[src/rtl/batch_pkg.sv]
package batch_pkg;

  localparam int NUM_PH   = 8;
  localparam int PH_IDLE  = 0;
  localparam int PH_FILLA = 1;
  localparam int PH_FILLB = 2;
  localparam int PH_MIX   = 3;
  localparam int PH_DRAIN = 4;
  localparam int PH_WASH  = 5;
  localparam int PH_READY = 6;
  localparam int PH_FAULT = 7;

  typedef logic [NUM_PH-1:0] ph_vec_t;

  // one-hot vector with only bit idx set
  function automatic ph_vec_t ph_onehot(input int idx);
    ph_vec_t v;
    v = '0;
    v[idx] = 1'b1;
    return v;
  endfunction

  // saturating tick counter step
  function automatic int unsigned tmr_step(input int unsigned cur, input logic adv,
                                           input int unsigned lim);
    if (adv && cur < lim) return cur + 1;
    return cur;
  endfunction

endpackage

[src/rtl/start_edge.sv]
module start_edge (
  input  logic clk,
  input  logic rst,
  input  logic btn,
  output logic pulse
);
  logic prev_q;

  always_ff @(posedge clk) begin
    if (rst) prev_q <= 1'b0;
    else     prev_q <= btn;
  end

  assign pulse = btn & ~prev_q;
endmodule

[src/rtl/phase_timer.sv]
module phase_timer #(
  parameter int unsigned LIMIT = 30000
) (
  input  logic clk,
  input  logic rst,
  input  logic active,
  input  logic tick,
  output logic done
);
  import batch_pkg::*;

  localparam int unsigned CW = $clog2(LIMIT + 1);

  logic [CW-1:0] cnt_q;
  logic [CW-1:0] cnt_nxt;

  always_comb begin
    cnt_nxt = CW'(tmr_step(int'(cnt_q), tick, LIMIT));
  end

  // cleared whenever the owning phase is inactive, so each entry starts at zero
  always_ff @(posedge clk) begin
    if (rst || !active) cnt_q <= '0;
    else                cnt_q <= cnt_nxt;
  end

  assign done = active && (int'(cnt_q) == LIMIT);
endmodule

[src/rtl/phase_seq.sv]
module phase_seq
  import batch_pkg::*;
(
  input  logic    clk,
  input  logic    rst,
  input  logic    stop,
  input  logic    start_pulse,
  input  logic    lvl_40,
  input  logic    lvl_80,
  input  logic    lvl_empty,
  input  logic    wash_sel,
  input  logic    mix_done,
  input  logic    wash_done,
  output ph_vec_t ph_q
);
  ph_vec_t ph_nxt;

  always_comb begin
    ph_nxt = ph_q;
    if (stop) begin
      ph_nxt = ph_onehot(PH_FAULT);
    end else begin
      if (ph_q[PH_IDLE]  && start_pulse)            ph_nxt = ph_onehot(PH_FILLA);
      if (ph_q[PH_FILLA] && lvl_40)                 ph_nxt = ph_onehot(PH_FILLB);
      if (ph_q[PH_FILLB] && lvl_80)                 ph_nxt = ph_onehot(PH_MIX);
      if (ph_q[PH_MIX]   && mix_done)               ph_nxt = ph_onehot(PH_DRAIN);
      if (ph_q[PH_DRAIN] && lvl_empty && wash_sel)  ph_nxt = ph_onehot(PH_WASH);
      if (ph_q[PH_DRAIN] && lvl_empty && !wash_sel) ph_nxt = ph_onehot(PH_READY);
      if (ph_q[PH_WASH]  && wash_done)              ph_nxt = ph_onehot(PH_READY);
      if (ph_q[PH_READY] && start_pulse)            ph_nxt = ph_onehot(PH_FILLA);
    end
  end

  always_ff @(posedge clk) begin
    if (rst) ph_q <= ph_onehot(PH_IDLE);
    else     ph_q <= ph_nxt;
  end
endmodule

[src/rtl/batch_sequencer.sv]
module batch_sequencer #(
  parameter int unsigned MIX_MS  = 30000,
  parameter int unsigned WASH_MS = 45000
) (
  input  logic clk,
  input  logic rst,
  input  logic start_btn,
  input  logic stop_btn,
  input  logic wash_sel,
  input  logic lvl_empty,
  input  logic lvl_40,
  input  logic lvl_80,
  input  logic tick_1ms,
  output logic valve_a,
  output logic valve_b,
  output logic agitator,
  output logic drain_valve,
  output logic wash_valve,
  output logic ready_lamp,
  output logic fault_lamp
);
  import batch_pkg::*;

  localparam int NUM_TMR = 2;
  localparam int unsigned TMR_LIM [NUM_TMR] = '{MIX_MS, WASH_MS};
  localparam int          TMR_PH  [NUM_TMR] = '{PH_MIX, PH_WASH};

  ph_vec_t            state_q;
  logic               start_pulse;
  logic [NUM_TMR-1:0] tmr_done;
  logic               mix_done;
  logic               wash_done;

  start_edge u_start (
    .clk   (clk),
    .rst   (rst),
    .btn   (start_btn),
    .pulse (start_pulse)
  );

  for (genvar t = 0; t < NUM_TMR; t++) begin : g_tmr
    phase_timer #(.LIMIT(TMR_LIM[t])) u_tmr (
      .clk    (clk),
      .rst    (rst),
      .active (state_q[TMR_PH[t]]),
      .tick   (tick_1ms),
      .done   (tmr_done[t])
    );
  end

  assign mix_done  = tmr_done[0];
  assign wash_done = tmr_done[1];

  phase_seq u_seq (
    .clk         (clk),
    .rst         (rst),
    .stop        (stop_btn),
    .start_pulse (start_pulse),
    .lvl_40      (lvl_40),
    .lvl_80      (lvl_80),
    .lvl_empty   (lvl_empty),
    .wash_sel    (wash_sel),
    .mix_done    (mix_done),
    .wash_done   (wash_done),
    .ph_q        (state_q)
  );

  assign valve_a     = state_q[PH_FILLA];
  assign valve_b     = state_q[PH_FILLB];
  assign agitator    = state_q[PH_MIX];
  assign drain_valve = state_q[PH_DRAIN];
  assign wash_valve  = state_q[PH_WASH];
  assign ready_lamp  = state_q[PH_READY];
  assign fault_lamp  = state_q[PH_FAULT];
endmodule

[config.mk]
export PLATFORM = sky130hd
export DESIGN_NAME = batch_sequencer
export DESIGN_NICKNAME = d
export VERILOG_FILES = /design/src/rtl/batch_pkg.sv /design/src/rtl/start_edge.sv /design/src/rtl/phase_timer.sv /design/src/rtl/phase_seq.sv /design/src/rtl/batch_sequencer.sv
export SDC_FILE = /design/constraint.sdc
export NUM_CORES = 1
export LEC_CHECK = 0
export CORE_MARGIN = 4
export CORE_UTILIZATION = 40
export DETAILED_ROUTE_END_ITERATION = 10
export GPL_ROUTABILITY_DRIVEN = 0
export PLACE_DENSITY = 0.67
export SYNTH_ARGS = -nofsm -noshare
export SYNTH_HDL_FRONTEND = slang
export SYNTH_SLANG_ARGS = --single-unit
[constraint.sdc]
create_clock -name clk -period 2.55 [get_ports clk]
set_clock_uncertainty 0.2 [all_clocks]
set_input_delay 0.3825 -clock clk [delete_from_list [all_inputs] [get_ports clk]]
set_output_delay 0.3825 -clock clk [all_outputs]
set_load 0.03 [all_outputs]
==> impl_metrics.toml <==
[logic_synthesis]
yosysMostFrequentCell = "dfxtp_1"
synthArstFlopShare_pct = 0
synth_warnings = 0
synth_edf_count = 0
ys_top_cells_by_area = "dfxtp_1 (36%), nand2_1 (6.3%), a21oi_1 (5.2%), mux2i_1 (4.1%), o31ai_1 (3.1%)"
synth_seq_cells = 40
syn_avg_cell_area_um2 = 8.51
syn_area_um2 = 2210
yosys.cell_types.count = 51
synth_area_leader_cell = "dfxtp_1"
syn_inst = 260
netlist_top_cells_count = "dfxtp_1 (40), nand2_1 (37), a21oi_1 (23)"
synth_nets = 273
ys_seq_area_share_pct = 36.2
ys.flop_type = "dfxtp_1"
synth_top_area_share_pct = 36.2

[drt]
drt_iter0_drc = 165
wl_per_cell_um = 14.0
wl_met3_um = 290
dr_wl_met2_um = 2140
top_layer = "met4"
wl_um = 4900
drc = 0
wl_met1_um = 2390
ant_nets = 0
firstDrtPassIters = 4
via_count = 2033
via_per_inst = 5.83

[setup_path]
end_kind = "flip-flop"
startpoint_type = "flip-flop"
required_ps = 2590
cp_top_family = "simple AND/OR/NAND/NOR gates"
path_class = "flip-flop to flip-flop"
path_cells = "ha_1 -> and3_1 -> o2111ai_1 -> or4_1 -> a21oi_1"
cpMaxStageDelayCell = "or4_1"
r2r_slack_ps = 500
slowest_delay_ps = 500
cp_num_buf_inv = 0
cp_max_fo = 8
arrival_ps = 2090

[finish]
layout.nets = 291
seqCellArea_um2 = 801
finalNonFillerCells = 349
final_core_util_pct = 48.9
diodes = 0
area_growth_syn_to_layout_pct = 15.8
multi_input_area_um2 = 1320
fillCellCount = 516
drive_above_1_share_pct = 7.53

[grt]
grt_pass1_wl_um = 8610
track_usage_pct = 16.2
antenna_found_initial = 0
grt_pass1_vias = 1962
overflow = 0
grt_max_degree = 20

[timing]
fmax_mhz = 488
relSlewSlack_pct = 37.6
finalCriticalPeriod_ps = 2050
fin_ws_ps = 499
hold_ws_ps = 270
hold_viol_final = 0
max_slew.worst_pin.slew_ps = 930
rsz0062_at_grt = "no"
min_period_over_period_pct = 80.4
drv_slew = 0
setup_viol = 0
setup_tns_ps = 0

[floorplan]
ios = 16
die_x_um = 82.4
fp.dieH_um = 82.4
core_um2 = 5240
die_area_um2 = 6780
start_util_pct = 42.2
rows = 26

[clocking]
post_cts_buffers = 0
clk_latency_ps = 300
cts_hold_buf = 0
clk_pin_slew_ps = 80
cts_resized = 0
clockBufferDepth = 2
cts_buffers = 5
htree_num_levels = 2
cts_root_buf = "clkbuf_8"
cts.sinks = 40
cts_tree = "done"

[placement]
pre_cts_ws_ps = 199
place_inst = 341
numPortBuffers = 15
hpwl_um = 3410

[status]
status = "complete, no violations"

[power_and_ir_drop]
ir_drop_mv = 0.376
powerDensity_nw_per_um2 = 490
p_leak_nw = 0.866

[flow_run]
cap_violations = 0

[worst_hold_path]
hold_class = "flip-flop to flip-flop"
metrics by stage:
step                instance area, µm²  total power, W
floorplan                         2210        0.000667
global placement                  2430        0.000694
detailed placement                2430        0.000694
CTS                               2560         0.00127
global route                      2560         0.00131
finish                            2560         0.00125
worst paths after layout:
kind,startpoint,end,cells after the start
setup reg to reg,g_tmr[1].u_tmr.cnt_q[0],g_tmr[1].u_tmr.cnt_q[10],5
hold reg to reg,u_seq.ph_q[0],u_seq.ph_q[0],2
hold / removal,u_seq.ph_q[0],u_seq.ph_q[0],2
setup / recovery,g_tmr[1].u_tmr.cnt_q[0],g_tmr[1].u_tmr.cnt_q[10],5
routing by layer:
| metal | global-route usage (%) | up-vias |
|---|---|---|
| met2 | 25.9 | 45 |
| met5 | 0 | - |
| li1 | - | 1024 |
| met4 | 6.81 | 0 |
| met3 | 3.25 | 9 |
| met1 | 21.0 | 955 |
cell families (layout without fill, tap and decap cells):
| logic type | count (synthesis) | in the layout | share of synthesized area [%] |
|---|---|---|---|
| compound gates | 73 | 73 | 22.9 |
| mux | 9 | 9 | 4.07 |
| simple gates | 116 | 116 | 30.5 |
| buf+inv | 18 | 37 | 4.07 |
| fa+ha+maj | 4 | 4 | 2.26 |
| flops | 40 | 40 | 36.2 |
state kept, by name (all words and copies together) (netlist names):
name,count
u_seq.ph_q,8
u_start.prev_q,1
g_tmr.u_tmr.cnt_q,31
where the power goes:
part           switching (W)  internal (W)  leakage (nW)
registers         0.00000248      0.000628         0.323
logic              0.0000251     0.0000237         0.478
clock network       0.000230      0.000346        0.0645
total               0.000257      0.000998         0.866
cell usage in the layout, fill, tap and decap left out, types with 9 or more instances in the layout:
master / count
a21oi_1: 23
clkdlybuf4s50_1: 15
dfxtp_1: 40
mux2i_1: 9
nand2_1: 37
nand2b_1: 10
nand3_1: 12
nand4_1: 9
o21ai_0: 10
o31ai_1: 9
tightest hold or removal path: cells and delay by family (launching register included):
kind	cells	cell delay [ps]
flops	1	310
compound gates	1	50
simple gates	1	60
layout make-up:
cell class / instances / area share, %
Timing Repair Buffer: 21 / 7.62
Clock inverter: 1 / 1.17
Multi-Input combinational cell: 202 / 51.6
Tap cell: 70 / 3.42
Inverter: 8 / 1.17
Clock buffer: 7 / 3.76
Sequential cell: 40 / 31.3
(Power assumes the default switching activity.)
